<file path="src/rtl/fcf_pkg.sv">
package fcf_pkg;

    localparam int BANK_W = 2;
    localparam int NBANK  = 1 << BANK_W;
    localparam int ROW_W  = 12;
    localparam int COL_W  = 8;
    localparam int CODE_W = 8;
    localparam int ALL_BIT = 10;

    typedef enum logic [3:0] {
        CMD_INHIBIT = 4'd0,
        CMD_NOP     = 4'd1,
        CMD_ACT     = 4'd2,
        CMD_READ    = 4'd3,
        CMD_WRITE   = 4'd4,
        CMD_BSTOP   = 4'd5,
        CMD_ATERM   = 4'd6,
        CMD_LDCODE  = 4'd7,
        CMD_LDMODE  = 4'd8
    } cmd_e;

    typedef struct packed {
        logic cs_n;
        logic ras_n;
        logic cas_n;
        logic we_n;
    } pins_t;

    typedef struct packed {
        cmd_e               cmd;
        logic [BANK_W-1:0]  bank;
        logic [ROW_W-1:0]   addr;
    } req_t;

    function automatic cmd_e pin_decode(pins_t p);
        cmd_e c;
        if (p.cs_n) begin
            c = CMD_INHIBIT;
        end else begin
            case ({p.ras_n, p.cas_n, p.we_n})
                3'b011:  c = CMD_ACT;
                3'b101:  c = CMD_READ;
                3'b100:  c = CMD_WRITE;
                3'b110:  c = CMD_BSTOP;
                3'b010:  c = CMD_ATERM;
                3'b001:  c = CMD_LDCODE;
                3'b000:  c = CMD_LDMODE;
                default: c = CMD_NOP;
            endcase
        end
        return c;
    endfunction

endpackage

</file>
<file path="src/rtl/fcf_decode.sv">
module fcf_decode
    import fcf_pkg::*;
(
    input  logic              cke,
    input  pins_t             pins,
    input  logic [BANK_W-1:0] ba,
    input  logic [ROW_W-1:0]  addr,
    output req_t              req,
    output logic              en
);
    assign en       = cke;
    assign req.cmd  = pin_decode(pins);
    assign req.bank = ba;
    assign req.addr = addr;
endmodule

</file>
<file path="src/rtl/fcf_bank_table.sv">
module fcf_bank_table
    import fcf_pkg::*;
(
    input  logic                    clk,
    input  logic                    rst,
    input  logic                    en,
    input  req_t                    req,
    output logic [NBANK-1:0]        open_o,
    output logic [NBANK*ROW_W-1:0]  rows_o
);
    for (genvar g = 0; g < NBANK; g++) begin : g_bank
        logic             r_open;
        logic [ROW_W-1:0] r_row;
        logic             sel;

        assign sel = (req.bank == BANK_W'(g));

        always_ff @(posedge clk) begin
            if (rst) begin
                r_open <= 1'b0;
                r_row  <= '0;
            end else if (en) begin
                if (req.cmd == CMD_ACT && sel) begin
                    r_open <= 1'b1;
                    r_row  <= req.addr;
                end else if (req.cmd == CMD_ATERM && (req.addr[ALL_BIT] || sel)) begin
                    r_open <= 1'b0;
                end
            end
        end

        assign open_o[g]                  = r_open;
        assign rows_o[g*ROW_W +: ROW_W]   = r_row;
    end

    AST_CLOSE_ALL: assert property (@(posedge clk) disable iff (rst)
        (en && req.cmd == CMD_ATERM && req.addr[ALL_BIT]) |=> (open_o == '0));

    AST_ACT_OPENS: assert property (@(posedge clk) disable iff (rst)
        (en && req.cmd == CMD_ACT) |=> open_o[$past(req.bank)]);
endmodule

</file>
<file path="src/rtl/fcf_mode_guard.sv">
module fcf_mode_guard
    import fcf_pkg::*;
#(
    parameter int               TMRD     = 2,
    parameter logic [ROW_W-1:0] MODE_RST = 12'h022
) (
    input  logic             clk,
    input  logic             rst,
    input  logic             en,
    input  logic             load,
    input  logic [ROW_W-1:0] value,
    output logic [ROW_W-1:0] mode_o,
    output logic             early_o
);
    localparam int CW = $clog2(TMRD + 1);

    logic [CW-1:0] wait_q;

    always_ff @(posedge clk) begin
        if (rst) begin
            wait_q  <= '0;
            mode_o  <= MODE_RST;
            early_o <= 1'b0;
        end else begin
            early_o <= 1'b0;
            if (en) begin
                if (load && wait_q == '0) begin
                    mode_o <= value;
                    wait_q <= CW'(TMRD - 1);
                end else begin
                    if (load) begin
                        early_o <= 1'b1;
                    end
                    if (wait_q != '0) begin
                        wait_q <= wait_q - 1'b1;
                    end
                end
            end
        end
    end

    AST_EARLY_KEEPS: assert property (@(posedge clk) disable iff (rst)
        early_o |-> $stable(mode_o));
endmodule

</file>
<file path="src/rtl/fcf_dqm_pipe.sv">
module fcf_dqm_pipe #(
    parameter int RD_LAT = 2
) (
    input  logic clk,
    input  logic rst,
    input  logic en,
    input  logic dqm,
    output logic wr_o,
    output logic rd_o
);
    assign wr_o = ~dqm;

    if (RD_LAT <= 1) begin : g_one
        logic rq;
        always_ff @(posedge clk) begin
            if (rst)     rq <= 1'b0;
            else if (en) rq <= ~dqm;
        end
        assign rd_o = rq;
    end else begin : g_multi
        logic [RD_LAT-1:0] sr;
        always_ff @(posedge clk) begin
            if (rst)     sr <= '0;
            else if (en) sr <= {sr[RD_LAT-2:0], ~dqm};
        end
        assign rd_o = sr[RD_LAT-1];
    end

    AST_RD_HOLD: assert property (@(posedge clk) disable iff (rst)
        (!en && !$past(rst)) |=> $stable(rd_o));
endmodule

</file>
<file path="src/rtl/flash_cmd_front.sv">
module flash_cmd_front
    import fcf_pkg::*;
#(
    parameter int                TMRD     = 2,
    parameter int                RD_LAT   = 2,
    parameter logic [ROW_W-1:0]  MODE_RST = 12'h022,
    parameter logic [CODE_W-1:0] PGM_CODE = 8'h40
) (
    input  logic                   clk,
    input  logic                   rst,
    input  logic                   cke,
    input  logic                   cs_n,
    input  logic                   ras_n,
    input  logic                   cas_n,
    input  logic                   we_n,
    input  logic                   dqm,
    input  logic [BANK_W-1:0]      ba,
    input  logic [ROW_W-1:0]       addr,
    output logic [3:0]             cmd_seen,
    output logic [NBANK-1:0]       bank_open,
    output logic [NBANK*ROW_W-1:0] bank_rows,
    output logic                   rd_go,
    output logic                   wr_go,
    output logic [BANK_W-1:0]      acc_bank,
    output logic [COL_W-1:0]       acc_col,
    output logic [CODE_W-1:0]      code_reg,
    output logic                   prog_armed,
    output logic [ROW_W-1:0]       mode_reg,
    output logic                   err_nobank,
    output logic                   err_wrgate,
    output logic                   err_mrd,
    output logic                   wr_dq_en,
    output logic                   rd_dq_en
);
    req_t  req;
    logic  en;
    pins_t pins;

    assign pins = '{cs_n: cs_n, ras_n: ras_n, cas_n: cas_n, we_n: we_n};

    fcf_decode u_dec (
        .cke  (cke),
        .pins (pins),
        .ba   (ba),
        .addr (addr),
        .req  (req),
        .en   (en)
    );

    fcf_bank_table u_banks (
        .clk    (clk),
        .rst    (rst),
        .en     (en),
        .req    (req),
        .open_o (bank_open),
        .rows_o (bank_rows)
    );

    fcf_mode_guard #(.TMRD(TMRD), .MODE_RST(MODE_RST)) u_mode (
        .clk     (clk),
        .rst     (rst),
        .en      (en),
        .load    (req.cmd == CMD_LDMODE),
        .value   (req.addr),
        .mode_o  (mode_reg),
        .early_o (err_mrd)
    );

    fcf_dqm_pipe #(.RD_LAT(RD_LAT)) u_dqm (
        .clk  (clk),
        .rst  (rst),
        .en   (en),
        .dqm  (dqm),
        .wr_o (wr_dq_en),
        .rd_o (rd_dq_en)
    );

    cmd_e cmd_q;
    logic armed_q;
    logic is_rd, is_wr, hit;
    logic rd_ok, wr_ok, miss, gated;

    assign is_rd = en && (req.cmd == CMD_READ);
    assign is_wr = en && (req.cmd == CMD_WRITE);
    assign hit   = bank_open[req.bank];
    assign rd_ok = is_rd && hit;
    assign wr_ok = is_wr && hit && armed_q;
    assign miss  = (is_rd || is_wr) && !hit;
    assign gated = is_wr && hit && !armed_q;

    always_ff @(posedge clk) begin
        if (rst) begin
            cmd_q      <= CMD_INHIBIT;
            armed_q    <= 1'b0;
            code_reg   <= '0;
            acc_bank   <= '0;
            acc_col    <= '0;
            rd_go      <= 1'b0;
            wr_go      <= 1'b0;
            err_nobank <= 1'b0;
            err_wrgate <= 1'b0;
        end else begin
            rd_go      <= rd_ok;
            wr_go      <= wr_ok;
            err_nobank <= miss;
            err_wrgate <= gated;
            if (en) begin
                cmd_q <= req.cmd;
            end
            if (rd_ok || wr_ok) begin
                acc_bank <= req.bank;
                acc_col  <= req.addr[COL_W-1:0];
            end
            if (en && req.cmd == CMD_LDCODE) begin
                code_reg <= req.addr[CODE_W-1:0];
                armed_q  <= (req.addr[CODE_W-1:0] == PGM_CODE);
            end else if (wr_ok) begin
                armed_q  <= 1'b0;
            end
        end
    end

    assign cmd_seen   = cmd_q;
    assign prog_armed = armed_q;

    AST_RD_ON_OPEN: assert property (@(posedge clk) disable iff (rst)
        rd_go |-> bank_open[acc_bank]);

    AST_WR_DISARMS: assert property (@(posedge clk) disable iff (rst)
        wr_go |-> !prog_armed);

    AST_ONE_OUTCOME: assert property (@(posedge clk) disable iff (rst)
        $onehot0({rd_go, wr_go, err_nobank, err_wrgate, err_mrd}));

    AST_CKE_FREEZE: assert property (@(posedge clk) disable iff (rst)
        !cke |=> ($stable(bank_open) && $stable(mode_reg) && $stable(code_reg)
                  && !rd_go && !wr_go));
endmodule

</file>
<file path="config.mk">
export PLATFORM = sky130hd
export DESIGN_NAME = flash_cmd_front
export DESIGN_NICKNAME = d
export VERILOG_FILES = /design/src/rtl/fcf_pkg.sv /design/src/rtl/fcf_decode.sv /design/src/rtl/fcf_bank_table.sv /design/src/rtl/fcf_mode_guard.sv /design/src/rtl/fcf_dqm_pipe.sv /design/src/rtl/flash_cmd_front.sv
export SDC_FILE = /design/constraint.sdc
export NUM_CORES = 1
export LEC_CHECK = 0
export CORE_UTILIZATION = 51
export CTS_BUF_LIST = sky130_fd_sc_hd__clkbuf_16
export DETAILED_ROUTE_END_ITERATION = 8
export PLACE_DENSITY = 0.84
export RECOVER_POWER = 25
export SLEW_MARGIN = 20
export SYNTH_ARGS = -nofsm -noshare
export SYNTH_HDL_FRONTEND = slang
export SYNTH_HIERARCHICAL = 1
export SYNTH_SLANG_ARGS = --single-unit
export TNS_END_PERCENT = 30
</file>
<file path="constraint.sdc">
create_clock -name clk -period 3.6 [get_ports clk]
set_input_delay 0.54 -clock clk [delete_from_list [all_inputs] [get_ports clk]]
set_output_delay 0.54 -clock clk [all_outputs]
set_load 0.1 [all_outputs]
</file>
==> results, run 1 <==
- The run finished with clean final reports.
- The number of distinct standard cells referenced by the synthesized netlist is 41.
- At the pin with the least slew margin, the transition time is 1.41 ns.
- The worst hold path begins at u_mode/mode_o[11].
- The layout has 597 filler cells.
- The worst setup path is captured at a register.
- The number of endpoints with negative hold slack in the final report is 0.
- The slowest stage of the critical path is the or3_1 cell.
- The repair_antennas step left the layout with diodes totalling 0.
- For the final routed database, the setup TNS stands at 0 ns.
- Summing internal, switching and leakage power gives 2.43 mW.
- The clock root buffer is clkbuf_16.
- The cell accounting for the most synthesized area is dfxtp_1.
- The number of global-route vias before repair was 3208.
- The number of placed I/O pins is 116.
- Using the TritonRoute via totals, the vias-per-cell ratio works out to 5.26.
- The largest fanout of any net on the critical path is 13.
- In this run, synthesis inferred 0 flip-flops with an integrated enable.
- For the worst setup path, the data required time is 3.85 ns.
- The routed layout has 3258 vias.
- The area added between synthesis and finish is 32.7%.
- The most frequent standard cell in the layout excluding fill and tap cells is dfxtp_1.
- The width of the die is 92.0 microns.
- The worst hold-check path type is register to register.
- The ratio of cells with drive above 1 in the final layout is 0.0522.
- The max-cap check violation count is 0.
- In this run the power density over the cells is 444 mW/mm^2.
- The final count of pins violating max slew is 0.
- The netlist area before placement is 0.00413 sq mm.
- After floorplanning, the core was sized to cover 0.00777 sq mm.
- The total DRC errors in the routed layout is 0.
- The number of cells on the worst reg-to-reg path is 3.
- After synthesis, the mean cell area works out to 9.72 sq um.
- The routed wire length on met2 is 4730 microns.
- In the detailed route, the total length drawn on met3 is 629 microns.
- The share of the clock period used by the worst path is 0.823.
- For this run, the register share of the synthesized area comes to 0.465.
- For flop-to-flop paths, the worst setup slack is 2.01 ns.
- The largest net degree at the start of global routing is 42.
- The critical path goes through dlygate4sd3_1 > mux2i_1 > nor2_1 > nand4bb_1 > or3_1 > a31oi_1.
- Once the clock tree was built, the resizer swapped 0 gates to a different size.
- Setup violations remaining at the end of the flow were counted as 0.
- The cell leakage power is 2.23 nW.
- The clock latency on the worst-skew pair is 0.34 ns.
- Clock-pin slew was measured on the worst setup and hold paths at 0.07 ns.
- The layout net count is 534.
- The count of placed standard cells in the final layout, fillers left out is 619.
- The y dimension of the die is 92.0 microns.
- Synthesis produced 425 cells.
- During synthesis, Yosys emitted a total of 6 warnings.
- The maximum count of clock buffers along a single path is 2.
- The post-detailed-routing wire length is 9710 microns.
- The total clock buffers created by CTS is 9.
- Counting every net in the synthesized netlist gives 447.
- The number of flip-flops under the largest register name is 48.
- The worst path needs 2.96 ns of the cycle, external delays included.
- The highest attainable clock frequency is 338 MHz.
- After the first detailed-routing iteration, the DRC count stood at 110.
- The initial core utilization is 0.532.
- In this run the remaining antenna-violating nets after routing total 0.
- The arrival time at the worst endpoint is 3.21 ns.
- The post-CTS setup buffer count is 0.
- Between clock sinks in the finished design, the worst skew comes to 0.00612 ns.
- The clock net in this run drives a total of 96 sinks.
- The initial antenna violation count was 0.
- For this run, asynchronously set or reset flops after synthesis account for 0.
- The post-placement cell count is 603.
- The worst supply voltage drop on vdd is 0.230 mV.
- The register bit count reported by yosys is 96.
- In the layout the commonest cells are dfxtp_1, clkdlybuf4s50_1, nand2b_1.
- The detailed router used layers up to and including met4.
- Setup repair after global routing left no endpoint under its margin.
- The floorplan step defined a die boundary enclosing 0.00846 sq mm.
- The total overflow left after global routing is 0.
- The hold buffer count at CTS is 0.
- During placement, the flow inserted port buffers numbering 115.
- The remaining max-slew budget at the tightest pin is 0.0622.
- The worst hold path terminates at u_mode/mode_o[11].
- The half-perimeter wire length after placement is 6910 microns.
- After detailed routing, the wire length on met1 is 4240 microns.
- The endpoint of the most critical register-to-register path is acc_bank[1].
- The delay contributed by the slowest stage of the critical path is 0.82 ns.
- The category of the worst setup path launch point is a primary input.
- The first global-routing pass estimated 15900 microns of wire.
- The cell depth of the worst min-delay path is 2.
- The routed length per placed instance is 15.7 microns.
- The worst register-to-register path begins at u_banks/g_bank[3].r_open.
- The total routing usage reported by global routing is 0.240.
- The category of the most critical setup path is primary input to register.
- The first detailed-routing pass took 4 iterations.
- After floorplanning, the core was divided into 32 placement rows.
- Of the post-synthesis cell area, the dominant cell type holds 0.465.
- The most used flip-flop cell after synthesis is dfxtp_1.
- The clock tree from TritonCTS is built.
- The largest registers in the layout are u_banks/g_bank.r_row (48), u_mode/mode_o (12).
- Yosys attributes the largest share of cell area to dfxtp_1, mux2i_1, nand2b_1.
- In this run the number of H-tree levels came out at 3.
- The top register by number of flip-flops is u_banks/g_bank.r_row.
- At the end of routability-driven placement, the weighted congestion stood at 0.781.
==> layout make-up <==
class / count / area, sq um / share of cell area
clock inverters: 7 / 95.1 / 0.0174
flip-flops and latches: 96 / 1920 / 0.351
multi-input cells: 278 / 1900 / 0.347
clock buffers: 9 / 225 / 0.0411
inverters: 4 / 15.0 / 0.00274
repair buffers: 123 / 1190 / 0.218
well taps: 102 / 128 / 0.0233
==> where the power goes <==
part | leakage [nW] | internal [mW] | switching, mW
clock | 0.161 | 0.610 | 0.408
sequential | 0.775 | 1.08 | 0.0149
combinational | 1.29 | 0.0974 | 0.224
==> synth_stat cells, types with 2 or more instances <==
library cell  instances
a211oi_1              2
a21oi_1              19
a31oi_1               6
buf_2                 5
buf_4                20
buf_6                 3
clkbuf_1             17
dfxtp_1              96
inv_1                 4
mux2i_1              65
nand2_1              28
nand2b_1             84
nand3_1               9
nand4bb_1             2
nor2_1               15
nor2b_1               5
nor3_1                9
nor4_1                3
o21ai_0               9
or3_1                 3
==> critical path: cells and delay by family <==
family,cells,cell delay (ns)
AO/OA/AOI/OAI,1,0.29
buffers and inverters,1,0.66
multiplexers,1,0.25
AND/OR/NAND/NOR,3,1.46
==> logic make-up after synthesis <==
kind of cell           after synthesis  synth area share
flip-flops                          96             0.465
AO/OA/AOI/OAI                       42            0.0597
buffers and inverters               51            0.0754
multiplexers                        66             0.163
AND/OR/NAND/NOR                    170             0.236
==> metrics by stage <==
| step | utilization | area [sq um] | setup WS, ns | hold WS, ns |
|---|---|---|---|---|
| finish | 0.706 | 5480 | 0.638 | 0.452 |
| global route | 0.706 | 5480 | 0.518 | 0.483 |
| CTS | 0.707 | 5490 | 0.762 | 0.456 |
| detailed placement | 0.665 | 5170 | 0.473 | 0.447 |
| global placement | 0.665 | 5170 | 0.551 | 0.443 |
| floorplan | - | 4130 | 1.29 | 0.464 |
==> how the worst max path moves through the flow <==
stage / endpoint / slack (ns) / start / cells past startpoint
2_1_floorplan: u_banks/g_bank[0].r_row[10] / 1.29 / cas_n / 7
3_3_place_gp: u_banks/g_bank[1].r_row[6] / 0.55 / cas_n / 7
3_5_place_dp: u_banks/g_bank[1].r_row[6] / 0.47 / cas_n / 6
4_1_cts: u_banks/g_bank[1].r_open / 0.76 / cas_n / 6
5_1_grt: u_mode/mode_o[10] / 0.52 / cas_n / 9
6_report: u_banks/g_bank[1].r_open / 0.64 / cas_n / 6
==> layer usage <==
metal	vias up	global-route usage
met2	116	0.414
met1	1536	0.299
li1	1595	-
met5	-	0
met3	11	0.0547
met4	0	0.0651
Power figures use the tool's default switching activity.
==> run 2, diff against run 1 <==
--- a/config.mk
+++ b/config.mk
@@ -5,10 +5,10 @@
 export SDC_FILE = /design/constraint.sdc
 export NUM_CORES = 1
 export LEC_CHECK = 0
-export CORE_UTILIZATION = 51
+export CORE_UTILIZATION = 43
 export CTS_BUF_LIST = sky130_fd_sc_hd__clkbuf_16
 export DETAILED_ROUTE_END_ITERATION = 8
-export PLACE_DENSITY = 0.84
+export PLACE_DENSITY = 0.76
 export RECOVER_POWER = 25
 export SLEW_MARGIN = 20
 export SYNTH_ARGS = -nofsm -noshare
==> constraint.sdc (replaced) <==
create_clock -name clk -period 2.5 [get_ports clk]
set_input_delay 0.375 -clock clk [delete_from_list [all_inputs] [get_ports clk]]
set_output_delay 0.375 -clock clk [all_outputs]
set_load 0.1 [all_outputs]
==> run 2 against run 1 <==
Against the previous run: global-route usage is 3.2 points lower; die area increased by 18%; clock skew shrank 0.0016 ns; largest cell class unchanged; clock power grew 36%; via count grew 1.0%; final area is 4.6% lower; sequential share of layout area is 1.7 points higher; combinational power grew 45%; largest power group unchanged.
==> results, run 2 (synthesis gave the netlist of run 1 again) <==
- The run finished with clean final reports.
- The quantity of I/O buffers inserted on ports is 115 (unchanged).
- The total DRC errors in the routed layout is 0 (unchanged).
- The half-perimeter wire length after placement is 7120 microns (+3.0%).
- The number of optimization iterations in the first detailed-route pass is 4 (unchanged).
- The number of global-route vias before repair came to 3177 (-0.97%).
- The clock latency on the worst-skew pair is 0.33 ns (about the same).
- The max-cap check violation count is 0 (unchanged).
- The maximum count of clock buffers along a single path is 2 (unchanged).
- The number of DRC markers in iteration 0 is 129 (+17%).
- The post-layout minimum cycle time is 2.28 ns.
- The total grt overflow is 0 (unchanged).
- The count of placed standard cells in the final layout, fillers left out is 659 (+6.5%).
- The sort of element at the end of the critical path is a register.
- The initial core utilization came to 0.445 (-0.0868).
- The count of cells along the worst register-to-register path is 4 (+1).
- TritonCTS built the clock tree.
- Timing would allow up to 439 MHz.
- The cell leakage power is 2.20 nW (-0.97%).
- Of the available clock period, the critical path in the final layout requires 0.911.
- The y dimension of the die was 100 microns (+8.7%).
- The final setup violation count is 0 (unchanged).
- The category of the worst setup path launch point is a primary input.
- The worst hold-check path type is register to register.
- The arrival time at the worst endpoint came to 2.49 ns (-0.72 ns).
- Setup repair after global routing left no endpoint under its margin.
- The post-placement cell count was 643 (+6.6%).
- The floorplan row count came to 35 (+9.4%).
- The overall power after layout is 3.44 mW (+41%).
- The cell with the most instances on the worst path is mux2i_1.
- The number of antenna repair diodes is 0 (unchanged).
- The remaining max-slew budget at the tightest pin was 0.181 (+0.118).
- The top register by number of flip-flops is u_banks/g_bank.r_row.
- The worst supply voltage drop on vdd is 0.444 mV (+93%).
- The cell depth of the worst min-delay path is 2 (unchanged).
- The most frequent standard cell in the layout excluding fill and tap cells is dfxtp_1.
- The clock root buffer is clkbuf_16.
- The largest fanout of any net on the critical path is 13 (unchanged).
- The total negative slack was 0 ns (unchanged).
- The final count of pins violating max slew is 0 (unchanged).
- The number of flip-flops under the largest register name is 48 (unchanged).
- The kind of cell with the highest combined delay along the critical path is simple AND/OR/NAND/NOR gates.
- The number of placed I/O pins came to 116 (unchanged).
- The first-pass GRT wire length was 16200 microns (+2.0%).
- The layout net count was 547 (+2.4%).
- The ratio of cells with drive above 1 in the final layout was 0.174 (+0.121).
- The final RePlAce weighted congestion is 0.803 (+2.7%).
- The transition at the pin with the smallest max-transition slack is 1.23 ns (-0.172 ns).
- The width of the die is 100 microns (+8.7%).
- The power per cell area is 657 mW/mm^2 (+48%).
- The post-CTS setup buffer count is 0 (unchanged).
- The total clock buffers created by CTS came to 9 (unchanged).
- The critical path required time is 2.72 ns (-1.13 ns).
- The via density per instance came to 4.99 (-5.1%).
- The post-cts sizing count is 0 (unchanged).
- The number of fillers in the final layout came to 870 (+46%).
- The number of buffer and inverter instances along the worst setup path is 1 (unchanged).
- The post-detailed-routing wire length came to 10100 microns (+3.7%).
- The master of the slowest instance on the critical path is or4_4.
- The die footprint was 0.0100 sq mm (+18%).
- Relative to the synthesized area, the layout overhead comes to 26.6%.
- The largest registers in the layout are u_banks/g_bank.r_row (48), u_mode/mode_o (12).
- The category of the most critical setup path is primary input to register.
- The hold buffer count at CTS is 0 (unchanged).
- The largest net degree at the start of global routing is 122 (+190%).
- The total routing usage reported by global routing is 0.208 (-0.0320).
- The number of clock sinks seen by CTS came to 96 (unchanged).
- The remaining antenna violation count after routing is 0 (unchanged).
- The number of vias after detailed routing was 3291 (+1.0%).
- The H-tree depth is 3 (unchanged).
- The area of the core region is 0.00928 sq mm (+20%).
- The initial antenna violation count is 0 (unchanged).
- The delay contributed by the slowest stage of the critical path is 0.66 ns (-0.16 ns).
- Walking the worst path, the cells encountered are clkdlybuf4s50_1 > mux2i_1 > nor2_1 > nand4bb_1 > or4_4 > mux2i_1.
- The post-route clock skew is 0.00454 ns (-0.00158 ns).
- The number of endpoints with negative hold slack in the final report is 0 (unchanged).
- The clock transition time at the flip-flop clock pins of the worst setup and hold paths was 0.07 ns (about the same).
- The logic depth of the worst path, buffers included is 6 (unchanged).
- In the layout the commonest cells are dfxtp_1, nand2b_1, buf_4.
- The routed length per placed instance is 15.3 microns (-2.6%).
run 2: changes by cell type in the layout (fill, tap and decap cells not counted), sizes merged:
cell,before,now
buf,7,71
bufinv,2,1
clkbuf,12,54
clkdlybuf4s50,88,19
clkinv,3,4
dlygate4sd3,25,1
run 2: routing by layer:
| metal | wire (microns) | global-route usage | share of wire | vias up |
|---|---|---|---|---|
| li1 | - | - | - | 1619 |
| met1 | 4620 | 0.281 | 0.46 | 1542 |
| met2 | 4660 | 0.326 | 0.46 | 111 |
| met3 | 534 | 0.0376 | 0.053 | 19 |
| met4 | 252 | 0.0903 | 0.025 | 0 |
| met5 | 0 | 0 | 0 | - |
run 2: area by class of cell:
type                       count  area (sq um)  area share
clock inverter                 7          78.8      0.0151
sequential                    96          1920       0.368
inverter                       4          15.0     0.00287
tap                          129           161      0.0309
timing repair buffer         136           925       0.177
multi-input combinational    278          1900       0.364
clock buffer                   9           225      0.0431
run 2: path summary, 6_finish.rpt:
path	start	end	slack, ns
worst max-delay path	cas_n	u_banks/g_bank[0].r_row[2]	0.22
worst min-delay path	u_mode/mode_o[9]	u_mode/mode_o[9]	0.46
worst max register to register	u_banks/g_bank[3].r_open	acc_col[3]	1.02
worst min register to register	u_mode/mode_o[9]	u_mode/mode_o[9]	0.46
run 2: tightest hold or removal path, cell delays in order, from the launching register on:
cell     delay [ns]
dfxtp_1        0.31
nand2_1        0.05
a21oi_1        0.05
run 2: metrics by stage:
step	hold WS (ns)	util	setup WS, ns	cell area, sq um
after floorplan	0.447	-	0.358	4130
after global placement	0.444	0.549	0.00729	5090
after detailed placement	0.449	0.549	-0.108	5090
after CTS	0.459	0.581	0.244	5400
after global routing	0.482	0.563	0.0922	5230
final	0.457	0.563	0.221	5230
run 2: power by group:
part / switching, mW / leakage (nW) / internal [mW]
Combinational: 0.327 / 1.28 / 0.139
Clock: 0.607 / 0.150 / 0.786
Sequential: 0.0236 / 0.775 / 1.55
Total: 0.957 / 2.20 / 2.48
==> run 3, diff against run 2 <==
--- a/config.mk
+++ b/config.mk
@@ -8,6 +8,7 @@
 export CORE_UTILIZATION = 43
 export CTS_BUF_LIST = sky130_fd_sc_hd__clkbuf_16
 export DETAILED_ROUTE_END_ITERATION = 8
+export GPL_ROUTABILITY_DRIVEN = 0
 export PLACE_DENSITY = 0.76
 export RECOVER_POWER = 25
 export SLEW_MARGIN = 20
==> constraint.sdc (replaced) <==
create_clock -name clk -period 2.5 [get_ports clk]
set_input_delay 0.375 -clock clk [delete_from_list [all_inputs] [get_ports clk]]
set_output_delay 0.375 -clock clk [all_outputs]
set_load 0.05 [all_outputs]
==> run 3 against run 2 <==
Against the previous run: sequential share of layout area fell by 2.6 points; non-clock buffer count grew 2; via count increased by 2.0%; setup slack better by 0.043 ns; hold slack worse by 0.0032 ns; first-iteration DRC count fell by 33%; die area is the same; maximum frequency is 1.9% higher; critical path type unchanged; critical endpoint is now u_banks/g_bank[0].r_row[9]; largest power group unchanged.
==> results, run 3 (synthesis gave the netlist of run 1 again) <==
- The worst setup slack before clock tree synthesis came to -0.0449 ns (+0.0628 ns).
- The number of placed I/O pins is 116 (unchanged).
- The post-placement cell count is 645 (+0.31%).
- The hold buffer count at CTS is 0 (unchanged).
- The total negative slack is 0 ns (unchanged).
- The post-layout minimum cycle time is 2.24 ns (-0.0431 ns).
- The remaining antenna violation count after routing is 0 (unchanged).
- The largest registers in the layout are u_banks/g_bank.r_row (48), u_mode/mode_o (12).
- The number of vias after detailed routing was 3357 (+2.0%).
- The clock latency on the worst-skew pair came to 0.34 ns (about the same).
- The layout net count is 549 (+0.37%).
- The quantity of I/O buffers inserted on ports is 115 (unchanged).
- The area of the core region was 0.00928 sq mm (unchanged).
- The number of DRC markers in iteration 0 is 87 (-33%).
- Setup repair after global routing left no endpoint under its margin.
- The total DRC errors in the routed layout came to 0 (unchanged).
- The half-perimeter wire length after placement is 7400 microns (+3.9%).
- The worst supply voltage drop on vdd was 0.328 mV (-26%).
- The cell leakage power was 2.33 nW (+5.9%).
- The endpoint of the most critical register-to-register path is err_nobank.
- The number of clock sinks seen by CTS is 96 (unchanged).
- The sort of element at the end of the critical path is a register.
- The launching element of the worst setup path is cas_n.
- The H-tree depth was 3 (unchanged).
- The critical path required time came to 2.72 ns (about the same).
- The maximum count of clock buffers along a single path came to 2 (unchanged).
- The reg2reg setup slack came to 0.99 ns (-0.03 ns).
- The via density per instance is 5.08 (+1.7%).
- The clock root buffer is clkbuf_16.
- The arrival time at the worst endpoint is 2.46 ns (-0.03 ns).
- The transition at the pin with the smallest max-transition slack came to 0.723 ns (-0.512 ns).
- The utilization of the core after routing is 0.607 (+0.0435).
- The share of the clock period used by the worst path is 0.894 (-0.0172).
- The count of cells along the worst register-to-register path is 2 (-2).
- The post-cts sizing count is 0 (unchanged).
- The library cell used most frequently in the layout, excluding fill and tap cells, is dfxtp_1.
- The category of the worst setup path launch point is a primary input.
- The max-cap check violation count came to 0 (unchanged).
- The count of placed standard cells in the final layout, fillers left out came to 661 (+0.30%).
- The post-CTS setup buffer count is 0 (unchanged).
- The final count of pins violating max slew is 0 (unchanged).
- The post-route clock skew is 0.00714 ns (+0.00260 ns).
- The post-detailed-routing wire length was 10500 microns (+3.9%).
- The first-pass GRT wire length is 16500 microns (+2.0%).
- The number of optimization iterations in the first detailed-route pass is 5 (+1).
- The overall power after layout is 3.39 mW (-1.3%).
- The critical register-to-register path startpoint is u_banks/g_bank[3].r_open.
- The remaining max-slew budget at the tightest pin is 0.518 (+0.338).
- The clock transition time at the flip-flop clock pins of the worst setup and hold paths is 0.07 ns (about the same).
- The largest net degree at the start of global routing is 41 (-66%).
- The critical path ends at u_banks/g_bank[0].r_row[9].
- The largest fanout of any net on the critical path was 13 (unchanged).
- The total clock buffers created by CTS is 9 (unchanged).
- The y dimension of the die is 100 microns (unchanged).
- The number of endpoints with negative hold slack in the final report is 0 (unchanged).
- The top register by number of flip-flops is u_banks/g_bank.r_row.
- The width of the die is 100 microns (unchanged).
- The final setup violation count came to 0 (unchanged).
- The initial core utilization was 0.445 (unchanged).
- The routed length per placed instance is 15.8 microns (+3.6%).
- The initial antenna violation count was 0 (unchanged).
- The power per cell area came to 602 mW/mm^2 (-8.4%).
- The total grt overflow came to 0 (unchanged).
- The number of flip-flops under the largest register name is 48 (unchanged).
- The setup path with the least slack is of type primary input to register.
- The worst hold path belongs to the class register to register.
- The flow ran to the end, and the final reports show no timing, DRC or antenna violations.
- From synthesis to final layout, the design area changed by 36.4%.
- Leaving out fill and tap cells, the most frequent cells in the layout are dfxtp_1, nand2b_1, clkdlybuf4s50_1.
- The die footprint is 0.0100 sq mm (unchanged).
- The total routing usage reported by global routing was 0.215 (+0.00704).
- The ratio of cells with drive above 1 in the final layout is 0.0808 (-0.0928).
- The smallest setup slack after layout was 0.264 ns (+0.0431 ns).
- The number of antenna repair diodes is 0 (unchanged).
- The floorplan row count is 35 (unchanged).
- The number of global-route vias before repair came to 3327 (+4.7%).
- TritonCTS built the clock tree.
- The highest attainable clock frequency is 447 MHz (+1.9%).
[run 3: cell types whose count changed in the layout (fill, tap and decap cells not counted)]
| cell | delta |
|---|---|
| buf_12 | -1 |
| buf_4 | -48 |
| clkbuf_1 | -43 |
| clkdlybuf4s50_1 | +57 |
| clkinv_2 | -1 |
| clkinv_4 | -3 |
| clkinvlp_4 | +1 |
| dlygate4sd3_1 | +37 |
| inv_6 | +2 |
| inv_8 | +1 |
[run 3: final cells by class]
| cell class | count | area, sq um |
|---|---|---|
| sequential | 96 | 1920 |
| inverter | 4 | 15.0 |
| clock inverter | 7 | 83.8 |
| fill | 805 | 3650 |
| clock buffer | 9 | 225 |
| timing repair buffer | 138 | 1320 |
| multi-input combinational | 278 | 1900 |
| tap | 129 | 161 |
[run 3: stage by stage]
step | instance area [sq um] | hold WS, ns
2_1_floorplan | 4130 | 0.447
3_3_place_gp | 5330 | 0.444
3_5_place_dp | 5330 | 0.447
4_1_cts | 5640 | 0.457
5_1_grt | 5630 | 0.483
6_report | 5630 | 0.454
[run 3: report_power, final]
part	internal, mW	switching [mW]	leakage, nW
registers	1.55	0.0235	0.775
clock network	0.797	0.635	0.149
logic	0.151	0.232	1.41
[run 3: routing by layer]
metal,GRT usage,up-vias,routed length (microns),share of wire
met5,0,-,0,0
met4,0.0914,0,166,0.016
met3,0.0411,10,569,0.054
met2,0.365,121,5110,0.49
met1,0.267,1598,4600,0.44
li1,-,1628,-,-
[run 3: worst min path at each step]
stage / startpoint / endpoint / slack, ns / cells past startpoint
2_1_floorplan: rst / u_dqm/g_multi.sr[1] / 0.45 / 1
3_3_place_gp: u_mode/mode_o[9] / u_mode/mode_o[9] / 0.44 / 2
3_5_place_dp: u_mode/mode_o[9] / u_mode/mode_o[9] / 0.45 / 2
4_1_cts: u_mode/mode_o[9] / u_mode/mode_o[9] / 0.46 / 2
5_1_grt: u_mode/mode_o[3] / u_mode/mode_o[3] / 0.48 / 2
6_report: u_mode/mode_o[9] / u_mode/mode_o[9] / 0.45 / 2
[run 3: worst max-delay path, cell delays in order]
cell	delay, ns
clkdlybuf4s50_1	0.59
nor2_1	0.07
a211oi_1	0.26
nand4bb_1	0.32
or4_4	0.66
mux2i_1	0.17
